### src/rtl/ext_irq_qual.sv
module ext_irq_qual #(
  parameter int FILT_W = 8,
  parameter int CNT_W  = 8
) (
  input  logic              clk,
  input  logic              rst_n,
  input  logic              pin_raw,
  input  logic              cfg_enable,
  input  logic              cfg_invert,
  input  logic              cfg_edge_fall,
  input  logic              cfg_count_mode,
  input  logic [FILT_W-1:0] cfg_filt_len,
  input  logic [CNT_W-1:0]  cfg_cmp,
  input  logic              ack_v1,
  input  logic              ack_v3,
  output logic              req_v1,
  output logic              req_v3,
  output logic              port_bit
);

  logic              sync1, sync2;
  logic              filt;
  logic [FILT_W-1:0] fcnt;
  logic [CNT_W-1:0]  ecnt;

  wire              cond    = sync2 ^ cfg_invert;
  wire [FILT_W-1:0] thr_m1  = (cfg_filt_len == '0) ? '0 : cfg_filt_len - 1'b1;
  wire              differ  = cond != filt;
  wire              upd     = differ && (fcnt == thr_m1);
  wire              evt     = upd && (cond ^ cfg_edge_fall);
  wire              cnt_on  = cfg_enable && cfg_count_mode;
  wire [CNT_W-1:0]  ecnt_nx = ecnt + 1'b1;
  wire              hit     = evt && cnt_on && (ecnt_nx == cfg_cmp);
  wire              set_v1  = evt && cfg_enable && !cfg_count_mode;

  assign port_bit = filt;

  always_ff @(posedge clk or negedge rst_n) begin
    if (!rst_n) begin
      sync1 <= 1'b0;
      sync2 <= 1'b0;
    end else begin
      sync1 <= pin_raw;
      sync2 <= sync1;
    end
  end

  always_ff @(posedge clk or negedge rst_n) begin
    if (!rst_n) begin
      filt <= 1'b0;
      fcnt <= '0;
    end else if (!differ) begin
      fcnt <= '0;
    end else if (upd) begin
      filt <= cond;
      fcnt <= '0;
    end else begin
      fcnt <= fcnt + 1'b1;
    end
  end

  always_ff @(posedge clk or negedge rst_n) begin
    if (!rst_n)      ecnt <= '0;
    else if (!cnt_on) ecnt <= '0;
    else if (evt)    ecnt <= hit ? '0 : ecnt_nx;
  end

  always_ff @(posedge clk or negedge rst_n) begin
    if (!rst_n) begin
      req_v1 <= 1'b0;
      req_v3 <= 1'b0;
    end else begin
      req_v1 <= set_v1 | (req_v1 & ~ack_v1);
      req_v3 <= hit    | (req_v3 & ~ack_v3);
    end
  end

  // a port change always takes the conditioned level seen on the prior cycle
  a_r1_port_from_cond: assert property (@(posedge clk) disable iff (!rst_n)
    (port_bit != $past(port_bit)) |-> (port_bit == $past(cond)));

  // pending flags hold without acknowledge
  a_r5_v1_sticky: assert property (@(posedge clk) disable iff (!rst_n)
    (req_v1 && !ack_v1) |=> req_v1);
  a_r5_v3_sticky: assert property (@(posedge clk) disable iff (!rst_n)
    (req_v3 && !ack_v3) |=> req_v3);

  // disabled block raises nothing new
  a_r6_no_set_disabled: assert property (@(posedge clk) disable iff (!rst_n)
    (!cfg_enable && !req_v1 && !req_v3) |=> (!req_v1 && !req_v3));

  // each vector rises only in its own mode
  a_r4_v1_direct_only: assert property (@(posedge clk) disable iff (!rst_n)
    $rose(req_v1) |-> $past(cfg_enable && !cfg_count_mode));
  a_r7_v3_count_only: assert property (@(posedge clk) disable iff (!rst_n)
    $rose(req_v3) |-> $past(cfg_enable && cfg_count_mode));

  // counter idle outside count mode
  a_r8_cnt_idle: assert property (@(posedge clk) disable iff (!rst_n)
    !$past(cnt_on) |-> (ecnt == '0));

endmodule

### config.mk
export PLATFORM = sky130hd
export DESIGN_NAME = ext_irq_qual
export DESIGN_NICKNAME = d
export VERILOG_FILES = /design/src/rtl/ext_irq_qual.sv
export SDC_FILE = /design/constraint.sdc
export NUM_CORES = 1
export LEC_CHECK = 0
export ABC_AREA = 1
export BUFFER_PORTS_ARGS = -buffer_cell sky130_fd_sc_hd__clkbuf_2
export CAP_MARGIN = 20
export CORE_MARGIN = 4
export CORE_UTILIZATION = 45
export DETAILED_ROUTE_END_ITERATION = 12
export GPL_TIMING_DRIVEN = 0
export PLACE_DENSITY = 0.68
export SLEW_MARGIN = 25
export SYNTH_ARGS = -nofsm -noshare
export SYNTH_HDL_FRONTEND = slang
export SYNTH_SLANG_ARGS = --single-unit
### constraint.sdc
create_clock -name clk -period 4.1 [get_ports clk]
set_input_delay 0.205 -clock clk [delete_from_list [all_inputs] [get_ports clk]]
set_output_delay 0.205 -clock clk [all_outputs]
set_load 0.1 [all_outputs]
Word-level counts from Yosys, hierarchy flattened
Cells that the tools add are included.

Bits in registers: 21. Output and inout port bits: 3.

Add/subtract/negate cells: 3. Eq/ne operators: 4. Muxes and demuxes: 6. Bitwise operators: 8. Reductions and logical operators: 10.

Operators by type and width (number): $mux 8 (6); $add 8x1->8 const B (2); $eq 8x8->1 (2); $logic_not 8->1 (1); $sub 8x1->8 const B (1); $logic_and 1x1->1 (7); $and 1x1->1 (2); $ne 2x2->1 const B (1); $not 1->1 (2); $or 1x1->1 (2); $reduce_and 2->1 (1); $xor 1x1->1 (2); $logic_not 1->1 (1); $ne 1x1->1 (1).

Longest topological paths before layout
Gate-level depths: netlist (run 1).

Depth in word-level cells: 10. Mapped depth: 15.

Worst setup path after synthesis (run 1)
No wires, ideal clock.

Kind: register to register. Start: reg filt (netlist: port_bit). End: reg ecnt[2]. Data arrival time: 1.907 ns. Required time: 4.035 ns. Slack: 2.127 ns. Stages on the path, launching flop included: 11. Path buffers: 0. Period minus slack after synthesis: 1.973 ns. Cell sequence: dfrtp_1 > nand2_1 > nand2_1 > nand2_1 > nor2_1 > nand2_1 > nor2_4 > nand3_4 > nor2_8 > nand3_1 > nand2_1.

Longest elaborated chain between the ends: 8.

RTL lines: start, declared (RTL line 22) `logic filt;`; start signal, assigned (RTL line 55) `filt <= cond;`; $ne 1x1->1 * (RTL line 28) `wire differ = cond != filt;`; $logic_and 1x1->1 * (RTL line 29) `wire upd = differ && (fcnt == thr_m1);`; $logic_and 1x1->1 * (RTL line 30) `wire evt = upd && (cond ^ cfg_edge_fall);`; $logic_and 1x1->1 (2 in a row) (RTL line 33) `wire hit = evt && cnt_on && (ecnt_nx == cfg_cmp);`; $mux 8 (2 in a row) (RTL line 65) `else if (evt) ecnt <= hit ? '0 : ecnt_nx;`; $mux 8 (RTL line 64) `else if (!cnt_on) ecnt <= '0;`; end signal, assigned (RTL line 65); end, declared (RTL line 24) `logic [CNT_W-1:0] ecnt;`.

Mark *: on every way between the ends. The rest lies on a longest branch, timed or not. The select of a mux whose other input is x is not followed. A chain may end at the register's enable or synchronous reset.

Final worst setup path (run 1)
Start: reg ecnt[0]. End: reg ecnt[0].

Longest elaborated chain between the ends: 6.

RTL lines: $add 8x1->8 * (RTL line 32) `wire [CNT_W-1:0] ecnt_nx = ecnt + 1'b1;`; $eq 8x8->1 (RTL line 33); $logic_and 1x1->1 (RTL line 33); $mux 8 * (2 in a row) (RTL line 65); $mux 8 * (RTL line 64).

Marked as above.

==> run summary, run 1 <==
After clock tree synthesis, the clock-pin slew on the worst setup and hold paths is 0.11 ns. The worst setup timing slack at the placement stage came out at 1.90 ns. Derived from the worst setup path, the maximum achievable clock frequency is 514 MHz. The data required time at the worst endpoint came out at 4.29 ns.

The via count is 1,504. The multi-input combinational cell area is 937 um^2. The category of the worst setup path launch point is a register. The share of the Yosys chip area taken by registers is 32.2%. The post-DP HPWL came out at 2620 um. The run finished with clean final reports. Setup repair after global routing left no endpoint under its margin.

The per-instance average area after synthesis came out at 6.80 um^2. The post-route netlist has 17.6% of its cells at a drive strength greater than 1. The final-report max-slew violation count is 0. For this block, the initial DRC count from the detailed router was 43. The number of nets in the final layout is 302.

The netlist area before placement came out at 1630 um^2. The clock network is responsible for 22.7% of the overall power. The wire length of the first global-routing pass is 5260 um.

The area enclosed by the die boundary came out at 4650 um^2. The average routed wire per standard cell came out at 9.80 um. The area inside the core boundary came out at 3420 um^2. The via count of the first global-routing pass was 1,295. The worst clock skew is 0.00984 ns.

In this run the number of H-tree levels came out at 1. The number of antenna violations at the first check in global routing came out at 0. The min-delay analysis places its worst path in the category input port to register. The synthesized instance count came out at 240. The setup slack after layout is 2.15 ns. The share of the clock period used by the worst path is 47.4%. In this run the static leakage power is 1.06 nW. The register area came out at 526 um^2.

The clock buffer count from CTS is 3. The number of synthesized register bits is 21. The internal cell power is 0.289 mW. The antenna diode count is 0. The switching portion of total power came out at 30.7%. In this run, post-CTS repair resized a total of 0 instances. No sink is reached through more buffers than the 2 on the longest clock path. The count of fill cells added during filler insertion is 366. The maximum number of pins on one net before global-route repair came out at 22. The final setup violation count came out at 0. The tree is rooted in a sky130_fd_sc_hd__clkbuf_4. Dividing the detail-routed via count by the number of cells gives 4.71.

The post-synthesis cell type count came out at 30. 28 I/O pins were placed. The critical path data arrival time came out at 2.14 ns. The number of clock sinks seen by CTS came out at 21. The worst setup path is of the register to register kind. The all-layer global routing usage is 14.4%. The most common cell after layout, fill and taps aside is sky130_fd_sc_hd__nand2_1. The transition at the pin with the smallest max-transition slack is 0.540 ns.

The total length of routed wires came out at 3130 um. The worst setup path is captured at a register. In the post-synthesis netlist, the biggest area contributors are sky130_fd_sc_hd__dfrtp_1 (32%), sky130_fd_sc_hd__nand2_1 (16%), sky130_fd_sc_hd__nand3_1 (11%), sky130_fd_sc_hd__inv_1 (9.0%), sky130_fd_sc_hd__xor2_1 (4.8%). The final critical-path required period is 1.95 ns. In this run, the combinational gates consume 24.0% of the power. The post-synthesis to final-layout area growth is 14.6%. The insertion delay to the later sink of the worst-skew pair came out at 0.29 ns. The synthesized design contains 0 enable-type register cells. The pre-antenna-repair detailed-routing pass consisted of 4 iterations. The global placement routability congestion is 0.767.

The count of port buffers added during placement is 27. The final count of hold timing violations came to 0. The top cell type by area accounts for 32.2% of the synthesized area. In this run the worst path has a maximum fanout of 9.

The CTS tree is done. The final-layout setup total negative slack is 0 ns. The maximum vdd ir drop is 0.244 mV. In the layout the commonest cells are sky130_fd_sc_hd__nand2_1 (68), sky130_fd_sc_hd__inv_1 (39), sky130_fd_sc_hd__nand3_1 (36).

For this run, design rule violations remaining after detail routing come to 0. The max-cap violation count is 0. The total of warnings raised by yosys came out at 0. The largest total area in the synthesized netlist belongs to sky130_fd_sc_hd__dfrtp_1. The most used flip-flop cell after synthesis is sky130_fd_sc_hd__dfrtp_1.

The final hold slack came out at 0.0919 ns. The part of the total power dissipated in sequential elements came out at 53.4%. The number of nets in the synthesized netlist came out at 268. The cell area power density is 223 nW/um^2. For this run, asynchronously set or reset flops after synthesis account for 100%.

The site row count came out at 21. After global routing the overflow that remains totals 0. The headroom to the max-slew limit is 64.2%. The remaining antenna violation count after routing is 0. The switching power of the nets is 0.128 mW. For this configuration, the core starts out at a cell density of 47.8%.

The width of the chip is 68.2 um. The height of the chip came out at 68.2 um.
## power groups by stage
stage	clock, mW	combinational [mW]	sequential (mW)
final	0.0944	0.0998	0.222
after floorplan	0	0.0603	0.235
after global routing	0.109	0.114	0.224
after global placement	0	0.0986	0.227
after detailed placement	0	0.0996	0.227
after CTS	0.0998	0.101	0.223
## critical path, stage by stage, from the launching register on
cell and delay, ns:
sky130_fd_sc_hd__dfrtp_1 0.44, sky130_fd_sc_hd__ha_1 0.23, sky130_fd_sc_hd__nand4_1 0.18, sky130_fd_sc_hd__o21ai_0 0.25, sky130_fd_sc_hd__nand2_1 0.10, sky130_fd_sc_hd__nand2_1 0.07, sky130_fd_sc_hd__nand2_1 0.04, sky130_fd_sc_hd__inv_1 0.06
sky130_fd_sc_hd__nand4_2 0.24, sky130_fd_sc_hd__nand3_1 0.17, sky130_fd_sc_hd__nand2_1 0.06
## routing by layer
| metal | part of all wire, % | vias to the layer above | track usage [%] |
|---|---|---|---|
| met5 | 0 | - | 0 |
| met3 | 4.7 | 0 | 1.64 |
| met4 | 0 | 0 | 2.23 |
| li1 | - | 826 | - |
| met1 | 51 | 654 | 20.7 |
| met2 | 44 | 24 | 23.5 |
## registers in the layout (all words and copies together), names as in the netlist
name and flops:
fcnt 8, sync1 1, sync2 1, ecnt 8, req_v1 1, port_bit 1, req_v3 1
## path summary, 6_finish.rpt
path	from	to	slack [ns]	cells past startpoint
worst min register to register	sync1	sync2	0.36	0
min in group asynchronous	rst_n	fcnt[7]	0.41	2
worst max register to register	ecnt[0]	ecnt[0]	2.15	10
worst min-delay path	ack_v1	req_v1	0.09	2
max in group asynchronous	rst_n	fcnt[6]	3.34	2
worst max-delay path	ecnt[0]	ecnt[0]	2.15	10
## layout make-up
class | count | share of cell area, %
multi-input cells | 176 | 50.1
flip-flops and latches | 21 | 28.1
inverters | 42 | 8.43
repair buffers | 29 | 8.29
well taps | 46 | 3.08
clock buffers | 4 | 1.40
plain buffers | 1 | 0.602
## synthesized netlist by cell type (all sizes together), types with 2 or more instances
cell type	instances
nand4	6
nand3	40
o21ai	6
or2	3
inv	41
nor3b	2
nor3	4
nand2	70
ha	3
nor2	25
xnor2	2
dfrtp	21
xor2	9
## repair_timing
action,in CTS,in global routing
endpoints found under the hold margin,21,1
hold buffers,1,1
buffers inserted,0,0
## metrics by stage
step	total power [mW]	cells	util, %	instance area, um^2
floorplan	0.295	240	-	1630
global placement	0.325	313	53.4	1820
detailed placement	0.326	313	53.4	1820
CTS	0.424	318	54.5	1860
global route	0.447	319	54.8	1870
finish	0.417	319	54.8	1870
## kinds of logic after synthesis
| group | after synthesis | synth area share [%] |
|---|---|---|
| AND/OR/NAND/NOR | 151 | 45.4 |
| adder cells (fa/ha/maj) | 3 | 2.30 |
| AO/OA/AOI/OAI | 11 | 3.83 |
| flip-flops | 21 | 32.2 |
| XOR/XNOR | 11 | 5.91 |
| buffers and inverters | 43 | 10.4 |
No activity file was read; power rests on OpenSTA's default activity.
==> run 2: changes to the inputs <==
Settings changed: ABC_AREA 1 to 0, PLACE_DENSITY 0.68 to 0.69.
Clock period 4.1 ns to 1.96 ns, I/O delays scaled along.
==> run 2 against run 1 <==
Against the previous run: the run now ends with negative setup slack left; critical endpoint unchanged; total power increased by 150%; global-route usage increased by 5.3 points; clock-buffer cell count decreased by 1.
==> run summary, run 2 <==
By area the synthesized netlist is led by sky130_fd_sc_hd__dfrtp_1 (35%), sky130_fd_sc_hd__xor2_1 (6.3%), sky130_fd_sc_hd__xnor2_1 (5.2%), sky130_fd_sc_hd__or3_1 (4.1%), sky130_fd_sc_hd__a21oi_1 (3.9%). The number of remaining DRC errors was 0 (unchanged). The critical path data arrival time was 2.39 ns (+0.25 ns). The width of the chip is 66.2 um (-3.0%). The remaining antenna violation count after routing is 0 (unchanged). The residual overflow from global routing came out at 0 (unchanged). The most frequently used flop master after synthesis is sky130_fd_sc_hd__dfrtp_1. The via density per instance is 5.91 (+25%). The largest buffer count on any clock path is 2 (unchanged). The data required time at the worst endpoint is 2.20 ns (-2.09 ns).

The area enclosed by the die boundary was 4380 um^2 (-5.9%). The netlist area before placement is 1520 um^2 (-6.7%). The final count of hold timing violations is 0 (unchanged). The clock buffer count from CTS is 3 (unchanged). The start point of the worst hold path is cfg_count_mode. The library cell used most frequently in the layout, excluding fill and tap cells, is sky130_fd_sc_hd__clkbuf_2.

The smallest clock period supported by the final layout is computed as 2.15 ns. The cell with the most instances after synthesis is sky130_fd_sc_hd__dfrtp_1. The end-of-flow core utilization is 64.6% (+9.8 points). The final design area excluding fillers is 2040 um^2 (+8.9%). The maximum number of pins on one net before global-route repair is 22 (unchanged). The final-layout setup total negative slack is -1.56 ns (-1.56 ns). STA classifies the critical path endpoint as a register.

The global placement routability congestion is 0.867 (+13%). The number of instances on the worst hold path is 2 (unchanged). The count of fill cells added during filler insertion is 281 (-23%).

The transition at the pin with the smallest max-transition slack came to 0.542 ns (+0.00232 ns). The met2 routed wirelength came out at 2040 um (+47%). The count of H-tree levels built during CTS is 1 (unchanged). The number of buffer and inverter instances along the worst setup path is 1 (unchanged). By count the netlist is led by sky130_fd_sc_hd__dfrtp_1 (21), sky130_fd_sc_hd__nand2_1 (15), sky130_fd_sc_hd__inv_1 (13). The site row count is 20 (-4.8%).

In the layout the commonest cells are sky130_fd_sc_hd__clkbuf_2 (25), sky130_fd_sc_hd__dfrtp_1 (19), sky130_fd_sc_hd__nand2_1 (14). The share of post-route cells with drive strength above 1 came out at 31.3% (+14 points). Setup repair after global routing could not meet its margin everywhere. The biggest area consumer among synthesized cells is sky130_fd_sc_hd__dfrtp_1.

The CTS clock-pin slew for the worst setup and hold paths came out at 0.12 ns (about the same). The portion of the post-synthesis area used by sequential elements was 34.5% (+2.3 points). The launching point of the worst reg2reg path is ecnt[0]. The synthesized instance count is 180 (-25%).

The worst clock skew came out at 0.00280 ns (-0.00704 ns). The share of Yosys cell area claimed by the top area cell type came out at 34.5% (+2.3 points). The maximum vdd ir drop came out at 0.437 mV (+79%).

The flow ran to the end, but the final reports show violations. Relative to the synthesized area, the layout overhead comes to 33.8%. The post-layout total power is 1.04 mW (+150%).

The met3 routed wirelength was 253 um (+72%). The post-route non-filler standard cell count is 268 (-16%). The antenna diode count is 0 (unchanged). The share of the clock period used by the worst path is 110%. The total of warnings raised by yosys is 0 (unchanged).

The via count came out at 1,583 (+5.3%). The all-layer global routing usage was 19.7% (+5.3 points). The number of nets in the final layout is 253 (-16%). The tightest min-delay check is of the input port to register type. The number of synthesized register bits came out at 21 (unchanged). The highest layer touched by signal routing is met4. The count of pins on the block boundary is 28 (unchanged). In this run the critical register-to-register path is captured at ecnt[1]. The average routed wire per standard cell came out at 15.4 um (+57%). The number of clock sinks seen by CTS was 21 (unchanged). The insertion delay to the later sink of the worst-skew pair is 0.30 ns (about the same).

The clock root buffer master is sky130_fd_sc_hd__clkbuf_4. The placed instance count came to 250 (-20%). On the critical path, the stage with the largest delay is an instance of sky130_fd_sc_hd__or3_1. The headroom to the max-slew limit came out at 63.8% (-0.31 points). The share of synthesized registers carrying an async set or reset is 100% (unchanged).

The cell area power density came out at 510 nW/um^2 (+130%). The wire length of the first global-routing pass is 6730 um (+28%). The final-report max-slew violation count is 0 (unchanged).

The setup slack after layout is -0.194 ns (-2.35 ns). The number of antenna violations at the first check in global routing came out at 0 (unchanged). The maximum clock rate is 464 MHz.

The routed metal-1 wirelength is 1700 um (+6.9%). The max-cap violation count is 0 (unchanged). The via count of the first global-routing pass came out at 1,573 (+21%). The checks that failed: negative setup slack. The count of port buffers added during placement came to 26 (-3.7%). The post-DP HPWL came out at 2850 um (+8.9%). The number of nets in the synthesized netlist is 208 (-22%).

The maximum fanout encountered on the critical timing path came out at 7 (-2). The initial cell density of the core came out at 48.3% (+0.53 points). The height of the chip is 66.2 um (-3.0%).

The per-instance average area after synthesis is 8.46 um^2 (+24%). The area inside the core boundary is 3150 um^2 (-7.7%). The first-pass iteration count of the detailed router is 4 (unchanged).

The worst setup path is launched from an input port. The cell area after placement is 1780 um^2 (-2.6%). The minimum setup slack among reg-to-reg paths was -0.14 ns (-2.29 ns).

The total length of routed wires is 4130 um (+32%). TritonCTS built the clock tree. The length in cells of the worst reg-to-reg path was 9 (-1). Walking the worst path, the cells encountered are clkbuf_2 > or3_1 > o31a_1 > or3_4 > a2111oi_4 > nand4_1 > or3b_1 > a21oi_1. The largest registers in the layout are ecnt x8, fcnt x8. The critical path is of the input port to register type. The standby leakage power is 0.818 nW (-23%).

The post-synthesis cell type count came out at 39 (+30%). Grouping stages by cell kind, the critical path spends the most delay in simple AND/OR/NAND/NOR gates. The number of DRC markers in iteration 0 is 64 (+49%). The number of enable-type register cells in the synthesized netlist came out at 0 (unchanged).

The path with the worst hold slack has its endpoint at req_v1. The highest cell delay on the worst timing path is 0.44 ns (about the same). The final setup violation count is 11 (+11).
run 2: kinds of logic after synthesis:
kind of cell	count (synthesis)	synth area share [%]
AND/OR/NAND/NOR	71	24.6
AO/OA/AOI/OAI	46	21.1
flip-flops	21	34.5
XOR/XNOR	20	11.5
buffers and inverters	17	4.36
adder cells (fa/ha/maj)	3	2.47
multiplexers	2	1.48
run 2: repair_timing:
action	CTS	global route
endpoints found under the hold margin	24	0
endpoints found under the setup margin	19	19
buffers inserted	8	4
hold buffers	4	0
gates resized for setup	10	15
pin swaps	12	6
run 2: area by class of cell:
cell class | instances | area, um^2 | area share (%)
inverter | 13 | 58.8 | 2.89
clock buffer | 3 | 22.5 | 1.11
buffer | 2 | 32.5 | 1.60
sequential | 21 | 528 | 25.9
tap | 44 | 55.1 | 2.70
clock inverter | 1 | 5.00 | 0.246
timing repair buffer | 42 | 279 | 13.7
multi-input combinational | 142 | 1060 | 51.8
run 2: how the worst max path moves through the flow:
stage	depth (start not counted)	to	startpoint
global placement	8	req_v3	cfg_filt_len[5]
finish	8	ecnt[0]	cfg_filt_len[2]
CTS	7	ecnt[0]	sync2
global route	8	ecnt[0]	cfg_filt_len[2]
floorplan	11	ecnt[1]	cfg_filt_len[0]
detailed placement	8	ecnt[1]	cfg_filt_len[5]
run 2: worst register-to-register path, stage by stage, from the launching register on:
cell,delay [ns]
sky130_fd_sc_hd__dfrtp_1,0.43
sky130_fd_sc_hd__buf_4,0.17
sky130_fd_sc_hd__nand3_2,0.16
sky130_fd_sc_hd__xor2_1,0.19
sky130_fd_sc_hd__a31oi_1,0.16
sky130_fd_sc_hd__o21ai_0,0.13
sky130_fd_sc_hd__nand4_1,0.15
sky130_fd_sc_hd__buf_6,0.16
sky130_fd_sc_hd__or3b_1,0.35
sky130_fd_sc_hd__a21oi_1,0.13
run 2: where the power goes:
group          switching [mW]  total (mW)  internal (mW)
sequential             0.0500       0.513          0.463
combinational           0.170       0.316          0.146
clock                   0.134       0.211         0.0761
total                   0.355        1.04          0.684
run 2: routing by layer:
layer  global-route usage, %  vias to the layer above
li1                        -                      756
met3                    3.06                       18
met1                    24.2                      751
met4                    8.88                        0
met2                    33.5                       58
met5                       0                        -
run 2: through the flow:
step | worst slack, ns | hold WS, ns
4_1_cts | -0.206 | 0.0112
2_1_floorplan | -0.437 | -0.198
3_5_place_dp | -0.688 | 0.102
3_3_place_gp | -0.650 | 0.0931
6_report | -0.194 | 0.0110
5_1_grt | -0.311 | 0.000884
==> run 3: changes to the inputs <==
Settings changed: CORE_UTILIZATION 45 to 30, PLACE_DENSITY 0.69 to 0.5.
==> run 3 against run 2 <==
Against the previous run: the run still ends with negative setup slack left; critical path depth up 3; routed wire length down 2.8%; sequential power about the same; total power up 8.0%; core utilization down 21 points; cell count up 7.5%; die area up 43%; register-to-register slack worse by 0.05 ns.
==> run summary, run 3 (same netlist as run 2, synthesis figures left out) <==
The site row count is 25 (+25%). The global placement routability congestion is 0.805 (-7.1%). The minimum setup slack among reg-to-reg paths came out at -0.19 ns (-0.05 ns). The post-synthesis to final-layout area growth is 37.8%. The initial cell density of the core came out at 31.6% (-17 points). The final count of hold timing violations came out at 0 (unchanged).

The clock buffer count from CTS came out at 3 (unchanged). The share of the clock period used by the worst path was 112% (+1.9 points). The tree is rooted in a sky130_fd_sc_hd__clkbuf_8. The headroom to the max-slew limit came out at 63.9% (about the same). In the final layout, the registers with the most flip-flops are ecnt x8, fcnt x8. The insertion delay to the later sink of the worst-skew pair is 0.26 ns (-0.04 ns). Setup repair after global routing could not meet its margin everywhere. The residual overflow from global routing came out at 0 (unchanged). The maximum clock rate came out at 457 MHz (-1.7%). The maximum vdd ir drop was 0.460 mV (+5.1%). The flow ran to the end, but the final reports show violations. The via density per instance is 5.15 (-13%). The post-DP HPWL is 2860 um (+0.27%). Leaving out fill and tap cells, the most frequent cells in the layout are sky130_fd_sc_hd__clkbuf_2 (24), sky130_fd_sc_hd__dfrtp_1 (18), sky130_fd_sc_hd__nand2_1 (14). The multi-input combinational cell area came out at 1080 um^2 (+2.3%). The length in cells of the worst reg-to-reg path is 8 (-1).

The share of post-route cells with drive strength above 1 came to 33.5% (+2.2 points). The worst setup timing slack at the placement stage is -0.774 ns (-0.0857 ns). The transition at the pin with the smallest max-transition slack came out at 0.544 ns (+0.00155 ns). The most critical setup path has its endpoint at ecnt[7]. The max-cap violation count is 0 (unchanged). The data required time at the worst endpoint is 2.11 ns (-0.09 ns). The average routed wire per standard cell came out at 13.9 um (-9.6%). The final critical-path required period came out at 2.19 ns (+0.0367 ns). The first-pass iteration count of the detailed router is 4 (unchanged). The via count is 1,484 (-6.3%). The area enclosed by the die boundary came to 6280 um^2 (+43%).

STA classifies the critical path startpoint as an input port. The final hold slack is 0.0123 ns (+0.00127 ns). The height of the chip is 79.2 um (+20%). The number of nets in the final layout came out at 250 (-1.2%). The area inside the core boundary is 4820 um^2 (+53%).

The antenna diode count is 0 (unchanged). The width of the chip is 79.2 um (+20%). The count of port buffers added during placement came out at 26 (unchanged). The number of remaining DRC errors is 0 (unchanged). The largest buffer count on any clock path is 2 (unchanged). The checks that failed: negative setup slack. The via count of the first global-routing pass came to 1,453 (-7.6%). The CTS clock-pin slew for the worst setup and hold paths is 0.09 ns (-0.03 ns). The final-layout setup total negative slack came out at -2.15 ns (-0.586 ns). The remaining antenna violation count after routing came out at 0 (unchanged). In this run the critical register-to-register path is captured at ecnt[7]. The end-of-flow core utilization is 43.6% (-21 points). The total length of routed wires came out at 4020 um (-2.8%).

The critical path data arrival time is 2.34 ns (-0.05 ns). The worst clock skew came out at 0.00284 ns (+0.0000410 ns). The tightest min-delay check is of the input port to register type. The worst setup path is of the input port to register kind. The setup slack after layout came out at -0.230 ns (-0.0367 ns). The number of clock sinks seen by CTS is 21 (unchanged). The worst setup path is captured at a register.

The cell area power density came to 535 nW/um^2 (+4.8%). The maximum fanout encountered on the critical timing path is 10 (+3). The count of H-tree levels built during CTS is 1 (unchanged). The count of pins on the block boundary came to 28 (unchanged). The standby leakage power is 0.814 nW (-0.50%). The maximum number of pins on one net before global-route repair came out at 22 (unchanged).

The wire length of the first global-routing pass came out at 6840 um (+1.5%). The number of DRC markers in iteration 0 is 46 (-28%). The final-report max-slew violation count is 0 (unchanged).

The startpoint identified for the worst register-to-register timing path is sync2. The all-layer global routing usage is 13.5% (-6.2 points). The register area is 529 um^2 (+0.24%).

The number of antenna violations at the first check in global routing came out at 0 (unchanged). The count of fill cells added during filler insertion is 501 (+78%). Tracing the worst setup path back leads to its startpoint at cfg_filt_len[1]. The final setup violation count is 18 (+7).

The CTS tree is done. The library cell used most frequently in the layout, excluding fill and tap cells, is sky130_fd_sc_hd__clkbuf_2.
run 3: cell types whose count changed in the layout (fill, tap and decap cells not counted), sizes merged:
cell	delta
inv	+1
clkinv	-2
buf	-1
clkinvlp	+1
dlygate4sd3	-2
run 3: worst max-delay path: stages:
cell and delay [ns]:
sky130_fd_sc_hd__clkbuf_16 0.13, sky130_fd_sc_hd__inv_6 0.05, sky130_fd_sc_hd__ha_4 0.14, sky130_fd_sc_hd__or3b_4 0.39, sky130_fd_sc_hd__and2_4 0.15, sky130_fd_sc_hd__or3_4 0.33
sky130_fd_sc_hd__a2111oi_4 0.33, sky130_fd_sc_hd__nand4_1 0.21, sky130_fd_sc_hd__buf_4 0.23, sky130_fd_sc_hd__a21oi_1 0.18, sky130_fd_sc_hd__o22ai_2 0.11
run 3: report_power, final:
part | total (mW) | internal, mW | switching (mW)
Sequential | 0.512 | 0.463 | 0.0491
Clock | 0.301 | 0.144 | 0.158
Combinational | 0.309 | 0.144 | 0.166
run 3: worst min-delay path by stage:
stage,from,to,cells after the start
final,ack_v3,req_v3,2
after global routing,ack_v1,req_v1,2
after CTS,ack_v3,req_v3,2
after detailed placement,rst_n,ecnt[3],1
after global placement,rst_n,ecnt[3],1
after floorplan,rst_n,ecnt[0],0
run 3: repair_timing:
item,CTS,global route
endpoints found under the setup margin,19,19
endpoints found under the hold margin,22,0
setup buffers,9,2
hold buffers,2,0
pin swaps,10,3
gates resized for setup,13,19
run 3: metrics by stage:
| step | total power, mW | cells | cell area [um^2] |
|---|---|---|---|
| 2_1_floorplan | 0.693 | 180 | 1590 |
| 3_3_place_gp | 0.789 | 273 | 1810 |
| 3_5_place_dp | 0.790 | 273 | 1810 |
| 4_1_cts | 1.12 | 286 | 2010 |
| 5_1_grt | 1.19 | 288 | 2100 |
| 6_report | 1.12 | 288 | 2100 |
run 3: cell type report:
type	count	area share [%]
clock buffers	3	1.97
well taps	67	4.00
multi-input cells	142	51.5
clock inverters	1	0.358
repair buffers	39	12.8
inverters	13	2.68
plain buffers	2	1.55
flip-flops and latches	21	25.2
run 3: routing by layer:
layer | track usage, % | vias up | routed length, um
met5 | 0 | - | 0
met4 | 3.61 | 0 | 19
met3 | 1.81 | 2 | 261
met2 | 20.5 | 45 | 1770
met1 | 19.9 | 684 | 1960
li1 | - | 753 | -
